[config.mk]
export PLATFORM = sky130hd
export DESIGN_NAME = irq_status_unit
export DESIGN_NICKNAME = d
export VERILOG_FILES = /design/src/rtl/irq_pkg.sv /design/src/rtl/irq_raw_reg.sv /design/src/rtl/irq_cfg_reg.sv /design/src/rtl/irq_out_gen.sv /design/src/rtl/irq_status_unit.sv
export SDC_FILE = /design/constraint.sdc
export NUM_CORES = 1
export LEC_CHECK = 0
export BUFFER_PORTS_ARGS = -buffer_cell sky130_fd_sc_hd__buf_2
export CORE_MARGIN = 3
export CORE_UTILIZATION = 44
export DETAILED_ROUTE_END_ITERATION = 8
export PLACE_DENSITY = 0.81
export REMOVE_ABC_BUFFERS = 1
export SYNTH_ARGS = -nofsm -noshare
export SYNTH_HDL_FRONTEND = slang
export SYNTH_SLANG_ARGS = --single-unit
[constraint.sdc]
create_clock -name clk_i -period 1.8 [get_ports clk_i]
set_input_delay 0 -clock clk_i [delete_from_list [all_inputs] [get_ports clk_i]]
set_output_delay 0 -clock clk_i [all_outputs]
set_load 0.005 [all_outputs]
[src/rtl/irq_pkg.sv]
package irq_pkg;
  localparam int unsigned CORE_W = 16;
  localparam int unsigned SDIO_W = 2;
  localparam int unsigned REG_W  = 32;

  typedef enum logic [1:0] {
    ADDR_MASK = 2'd0,
    ADDR_MSTS = 2'd1,
    ADDR_RAW  = 2'd2,
    ADDR_CTRL = 2'd3
  } reg_addr_e;
endpackage

[src/rtl/irq_raw_reg.sv]
module irq_raw_reg #(
  parameter int unsigned W = 18
) (
  input  logic         clk_i,
  input  logic         rst_ni,
  input  logic [W-1:0] set_i,
  input  logic [W-1:0] clr_i,
  output logic [W-1:0] raw_o
);
  for (genvar b = 0; b < W; b++) begin : g_bit
    logic bit_q;
    always_ff @(posedge clk_i or negedge rst_ni) begin
      if (!rst_ni)       bit_q <= 1'b0;
      else if (set_i[b]) bit_q <= 1'b1;   // set beats clear
      else if (clr_i[b]) bit_q <= 1'b0;
    end
    assign raw_o[b] = bit_q;
  end
endmodule

[src/rtl/irq_cfg_reg.sv]
module irq_cfg_reg #(
  parameter int unsigned W = 18
) (
  input  logic         clk_i,
  input  logic         rst_ni,
  input  logic         mask_we_i,
  input  logic [W-1:0] mask_d_i,
  input  logic         en_we_i,
  input  logic         en_d_i,
  output logic [W-1:0] mask_o,
  output logic         en_o
);
  logic [W-1:0] mask_q;
  logic         en_q;

  always_ff @(posedge clk_i or negedge rst_ni) begin
    if (!rst_ni) begin
      mask_q <= '0;
      en_q   <= 1'b0;
    end else begin
      if (mask_we_i) mask_q <= mask_d_i;
      if (en_we_i)   en_q   <= en_d_i;
    end
  end

  assign mask_o = mask_q;
  assign en_o   = en_q;
endmodule

[src/rtl/irq_out_gen.sv]
module irq_out_gen #(
  parameter int unsigned W = 18
) (
  input  logic         clk_i,
  input  logic         rst_ni,
  input  logic [W-1:0] raw_i,
  input  logic [W-1:0] mask_i,
  input  logic         en_i,
  output logic [W-1:0] masked_o,
  output logic         irq_o
);
  logic irq_q;

  assign masked_o = raw_i & mask_i;

  always_ff @(posedge clk_i or negedge rst_ni) begin
    if (!rst_ni) irq_q <= 1'b0;
    else         irq_q <= en_i & (|masked_o);
  end

  assign irq_o = irq_q;
endmodule

[src/rtl/irq_status_unit.sv]
module irq_status_unit
  import irq_pkg::*;
#(
  parameter int unsigned N_CORE = CORE_W,
  parameter int unsigned N_SDIO = SDIO_W,
  parameter int unsigned DW     = REG_W
) (
  input  logic                     clk_i,
  input  logic                     rst_ni,
  input  logic [N_CORE-1:0]        evt_i,
  input  logic [N_SDIO-1:0]        sdio_evt_i,
  input  logic                     reg_we_i,
  input  logic [1:0]               reg_addr_i,
  input  logic [DW-1:0]            reg_wdata_i,
  output logic [DW-1:0]            reg_rdata_o,
  output logic [N_CORE+N_SDIO-1:0] raw_status_o,
  output logic [N_CORE+N_SDIO-1:0] masked_status_o,
  output logic                     irq_o
);
  localparam int unsigned SW  = N_CORE + N_SDIO;
  localparam int unsigned PAD = DW - SW;

  logic [SW-1:0] set_all, clr_all, raw, mask, masked;
  logic          en;
  logic          wr_raw, wr_mask, wr_ctrl;

  assign set_all = {sdio_evt_i, evt_i};
  assign wr_raw  = reg_we_i && (reg_addr_i == ADDR_RAW);
  assign wr_mask = reg_we_i && (reg_addr_i == ADDR_MASK);
  assign wr_ctrl = reg_we_i && (reg_addr_i == ADDR_CTRL);
  assign clr_all = wr_raw ? reg_wdata_i[SW-1:0] : '0;

  irq_raw_reg #(.W(SW)) u_raw (
    .clk_i  (clk_i),
    .rst_ni (rst_ni),
    .set_i  (set_all),
    .clr_i  (clr_all),
    .raw_o  (raw)
  );

  irq_cfg_reg #(.W(SW)) u_cfg (
    .clk_i     (clk_i),
    .rst_ni    (rst_ni),
    .mask_we_i (wr_mask),
    .mask_d_i  (reg_wdata_i[SW-1:0]),
    .en_we_i   (wr_ctrl),
    .en_d_i    (reg_wdata_i[0]),
    .mask_o    (mask),
    .en_o      (en)
  );

  irq_out_gen #(.W(SW)) u_out (
    .clk_i    (clk_i),
    .rst_ni   (rst_ni),
    .raw_i    (raw),
    .mask_i   (mask),
    .en_i     (en),
    .masked_o (masked),
    .irq_o    (irq_o)
  );

  always_comb begin
    unique case (reg_addr_i)
      ADDR_MASK: reg_rdata_o = {{PAD{1'b0}}, mask};
      ADDR_MSTS: reg_rdata_o = {{PAD{1'b0}}, masked};
      ADDR_RAW:  reg_rdata_o = {{PAD{1'b0}}, raw};
      default:   reg_rdata_o = {{(DW-1){1'b0}}, en};
    endcase
  end

  assign raw_status_o    = raw;
  assign masked_status_o = masked;
endmodule

# Word-level counts from Yosys, hierarchy flattened

Index checks and enable logic that the tools add are counted.

Output and inout port bits: 69
Register bits: 38
Memory bits (read-only): 0
Logic and storage cells: 87
Bits in writable memories: 0
Memories kept: 0
Latch bits: 0

$mul: 0
Divide/modulo/power cells: 0
Add/subtract/negate cells: 0
Shift operators: 0
Reductions and logical operators: 23
Eq/ne operators: 3
Muxes and demuxes: 38
$lt $le $gt $ge: 0
Bitwise operators: 2

Operators by type and width:

| kind               | count |
|---|---|
| $pmux 18 s3        | 1 |
| $mux 1             | 36 |
| $reduce_bool 2->1  | 18 |
| $and 18x18->18     | 1 |
| $mux 18            | 1 |
| $reduce_or 18->1   | 1 |
| $eq 2x2->1 const B | 2 |
| $logic_and 1x1->1  | 3 |
| $eq 2x1->1 const B | 1 |
| $logic_not 2->1    | 1 |
| $and 1x1->1        | 1 |

# Logic depth before layout (Yosys ltp)

Depth in word-level cells: 5
Mapped depth: 6
Mapped depth without buffers: 4

# Cells and area by module

Synthesis repeated with hierarchy kept, for this count alone.

Cells, all modules: 218
Area, all modules: 2,408.6 sq um

Modules (own cells, without submodules):

| module          | times used | cells an instance | seq. area each (sq um) | area an instance (sq um) |
|---|---|---|---|---|
| irq_raw_reg     | 1          | 72                | 450.4                  | 788.3 |
| irq_cfg_reg     | 1          | 40                | 475.5                  | 758.2 |
| irq_status_unit | 1          | 80                | 0.0                    | 676.9 |
| irq_out_gen     | 1          | 26                | 25.0                   | 185.2 |

# Worst setup path before layout

No wires, ideal clock.

Kind: reg-to-reg
From: register u_raw.g_bit[13].bit_q
To: register u_out.irq_q (netlist: u_out.irq_o)
Stages on the path, launching flop included: 4
Data arrival time: 1,411 ps
Setup slack: 260 ps
Required time: 1,671 ps
Buffers on the path: 0
Cells stage by stage: dfrtp_1 -> and2_4 -> or4_1 -> o41a_1

Longest elaborated chain between the ends: 3

Ends and longest elaborated chain:

| item                     | line                  | source |
|---|---|---|
| start: declaration       | irq_raw_reg.sv:11     | `logic bit_q;` |
| start signal: assignment | irq_raw_reg.sv:13     | `if (!rst_ni) bit_q <= 1'b0;` |
| start signal: assignment | irq_raw_reg.sv:14     | `else if (set_i[b]) bit_q <= 1'b1;` |
| start signal: assignment | irq_raw_reg.sv:15     | `else if (clr_i[b]) bit_q <= 1'b0;` |
| $and 18x18->18           | irq_out_gen.sv:14     | `assign masked_o = raw_i & mask_i;` |
| via masked_status_o[13]  | irq_status_unit.sv:17 | `output logic [N_CORE+N_SDIO-1:0] masked_status_o,` |
| $reduce_or 18->1         | irq_out_gen.sv:18     | `else irq_q <= en_i & (\|masked_o);` |
| $and 1x1->1              | irq_out_gen.sv:18     |  |
| end signal: assignment   | irq_out_gen.sv:18     |  |
| end: declaration         | irq_out_gen.sv:12     | `logic irq_q;` |

The timed path passes the listed nets, and every way through them passes these cells.
A chain may end at the register's enable or synchronous reset.

# Final worst setup path

From: register u_raw.g_bit[4].bit_q
To: register u_out.irq_q (netlist: u_out.irq_o)

Longest elaborated chain between the ends: 3

Ends and longest elaborated chain:

| item                     | line |
|---|---|
| start: declaration       | irq_raw_reg.sv:11 |
| start signal: assignment | irq_raw_reg.sv:13 |
| start signal: assignment | irq_raw_reg.sv:14 |
| start signal: assignment | irq_raw_reg.sv:15 |
| $and 18x18->18           | irq_out_gen.sv:14 |
| $reduce_or 18->1         | irq_out_gen.sv:18 |
| $and 1x1->1              | irq_out_gen.sv:18 |

Every way passes these cells.

==> results.md <==
* Status: finished clean
* CP Launch Type: register
* Yosys reg bits at 38
* Vias per cell at roughly 5.0
* Worst Reg2Reg Path Length in Cells at 4
* Maximum vdd drop at ~530 µV
* Hpwl dp at ~3.8 mm
* Sink Count at 38
* # rows at 24
* Pre-CTS WS at roughly 0.087 ns
* DR WL/cell at between 10 and 15 µm
* Final Net Count at 402
* Antenna Violating Nets Remaining at 0
* CTS Buf Count at 5
* Crit-path max cell delay at 0.52 ns
* Post-synth cell types at 23
* Vias at between 1500 and 2000
* Cell count after synthesis at 220
* Placed Cells incl. Taps at between 300 and 400
* Core Region at between 4000 and 5000 µm²
* Die Area at 5636 µm²
* Vias in the first global route at 2006
* Final Setup Violations at 0
* Clock Path Buffers at 2
* Post-Synthesis Cell Area at 2100 µm²
* Part of the Yosys area used for sequential elements at 45.29%
* Pins Over Slew Limit at 0
* Post-synth top area share at a little under half
* Routed met2 length at around 3 mm
* Placer Congestion at approximately 0.68
* Finished Layout Cells at 398
* CP Data Required Time at about 2 ns
* Root buffer cell: clkbuf_8
* Pwr/cell area at between 700 and 800 nW/µm²
* Final Hold Fails at 0
* Largest net degree at the start of global routing at 39
* Crit-path leading delay family: simple AND/OR/NAND/NOR gates
* Setup ws final at slightly above 0.07 ns
* Ys Warns at 0
* Crit-path slowest cell: nor4_1
* Initial Utilization at between 40% and 50%
* Crit Path Max Fanout at 5
* CP Data Arrival Time at ~1.9 ns
* Setup crit end kind: register
* FMAX at just under 600 MHz
* Max Cap Viol at 0
* Critical path buffers and inverters at 0
* GRT Residual Overflow at 0
* Slew headroom at between 40% and 50%
* # DRC at 0
* Kind of critical path: register to register
* Post-CTS Setup Bufs at 0
* Post-CTS Resized at 0
* Synth area leaders: dfrtp_1 45%, buf_4 11%, mux2_2 11%, o21ai_0 8.3%, nand2_1 6.4%
* Inserted Diodes at 0
* Hold depth at 3
* Reg clk slew, reported paths at approximately 0.07 ns
* Leak at 1.345 nW
* TritonCTS clock tree: done
* Max Clock Skew at approximately 0.0042 ns
* Global Route Usage Sum at around 22%
* Worst hold path type: input pin to register
* Critical R2R Launch: u_raw.g_bit[4].bit_q
* Initial antenna violation count at 0
* Reg2reg end: u_out.irq_o
* Top cell type by total area after synthesis: dfrtp_1
* Synth-to-Final Area Change at 43.86%
* Buffers on Ports at between 90 and 100
* Min Clock Period, post-route at about 1.7 ns
* Worst-Skew Late Latency at 0.28 ns
* Drt pass-1 iters at 4
* Cts hold-fix bufs at 45
* Setup TNS at 0 ns
* Ports at 124
* Initial DRC count at between 100 and 150
* Fill cells at approximately 340
* Hold endpoint: u_cfg.en_o
* Die Y at approximately 75 µm
* Slew at the pin closest to its max-slew limit at 0.8530 ns
* Avg Cell Area, Syn at between 9 and 10 µm²
* CP Cell Sequence: and2_1, nor4_1, nand4_1, o41a_1
* R2R Setup Slk at 0.07 ns
* Period Utilization, post-route at a little over nine tenths
* Die W at between 70 and 80 µm
* Routed length on met1 at around 2.4 mm
* Layout cell share with drive strength beyond 1 at 38.15%
* CTS H-tree depth at 2
* Total Routed Length at about 5.8 mm
* RSZ-0062 raised after global routing: no
* Worst Min Path Start: reg_we_i
* First-pass GRT wire length at roughly 9 mm
* Met3 routed WL at between 300 and 400 µm
* Highest routed layer: met4
metrics by stage:
stage	util [%]	hold WS (ns)	instance area, µm²	total power, mW
after global placement	55.59	0.1509	2487	1.587
after CTS	67.51	0.08150	3020	2.246
after detailed placement	55.59	0.1517	2487	1.608
after floorplan	-	-0.2956	1869	1.305
final	67.51	0.08745	3020	2.219
after global routing	67.51	0.08311	3020	2.381
cells in the final DEF (no fill, tap or decap), drive strengths merged:
cell type | synthesis | layout
o41a | 1 | 1
clkbuf | 5 | 6
inv | 1 | 1
mux2 | 20 | 20
and3 | 1 | 1
nor4 | 2 | 2
a21o | 18 | 18
conb | 1 | 14
and2 | 18 | 18
buf | 36 | 103
dfrtp | 38 | 38
dlygate4sd3 | 0 | 45
nor3b | 1 | 1
nand4 | 1 | 1
nand3 | 1 | 1
nor2b | 1 | 1
o21ai | 36 | 36
nand2 | 36 | 36
or4 | 1 | 1
nor2 | 2 | 2
layer usage:
| layer | vias up | GRT usage, % |
|---|---|---|
| met2 | 84 | 39.46 |
| li1 | 957 | - |
| met1 | 949 | 25.80 |
| met4 | 0 | 4.743 |
| met3 | 6 | 5.340 |
| met5 | - | 0 |
registers in the layout (all words and copies together) (netlist names):
signal             flops
u_cfg.mask_o          18
u_raw.g_bit.bit_q     18
u_cfg.en_o             1
u_out.irq_o            1
cell usage after synthesis (all sizes together):
master	instances
dfrtp	38
buf	36
nand2	36
o21ai	36
mux2	20
a21o	18
and2	18
clkbuf	5
nor2	2
nor4	2
and3	1
conb	1
inv	1
nand3	1
nand4	1
nor2b	1
nor3b	1
o41a	1
or4	1
worst max-delay path by stage:
stage	from	to	slack [ns]	depth (start not counted)
5_1_grt	u_raw.g_bit[3].bit_q	u_out.irq_o	0.06	4
6_report	u_raw.g_bit[4].bit_q	u_out.irq_o	0.07	4
3_3_place_gp	u_raw.g_bit[4].bit_q	u_out.irq_o	0.12	4
4_1_cts	u_raw.g_bit[3].bit_q	u_out.irq_o	0.07	4
3_5_place_dp	u_raw.g_bit[3].bit_q	u_out.irq_o	0.09	4
2_1_floorplan	reg_addr_i[1]	u_cfg.mask_o[0]	-0.13	2
power breakdown:
part	internal, mW	leakage, nW	switching (mW)
Clock	0.295	0.0431	0.264
Combinational	0.361	0.901	0.280
Sequential	0.954	0.401	0.0661
final cells by class:
cell class	count	area, µm²	area share, %
Clock buffer	6	82.58	2.734
Inverter	1	3.754	0.1243
Multi-Input combinational cell	153	919.6	30.45
Sequential cell	38	950.9	31.48
Tap cell	52	65.06	2.154
Timing Repair Buffer	148	998.5	33.06
tightest hold or removal path: stages:
cell,delay (ns)
buf_2,0.11
nand3_1,0.08
mux2_2,0.15
logic make-up (layout without fill, tap and decap cells):
kind of cell	count (synthesis)	after routing	share of synthesized area [%]
DFF	38	38	45.29
other	1	14	0.1786
buffers and inverters	42	155	13.47
and+or+nand+nor	64	64	14.72
muxes	20	20	10.73
AOI/OAI and AO/OA	55	55	15.61
(Power assumes the default switching activity.)
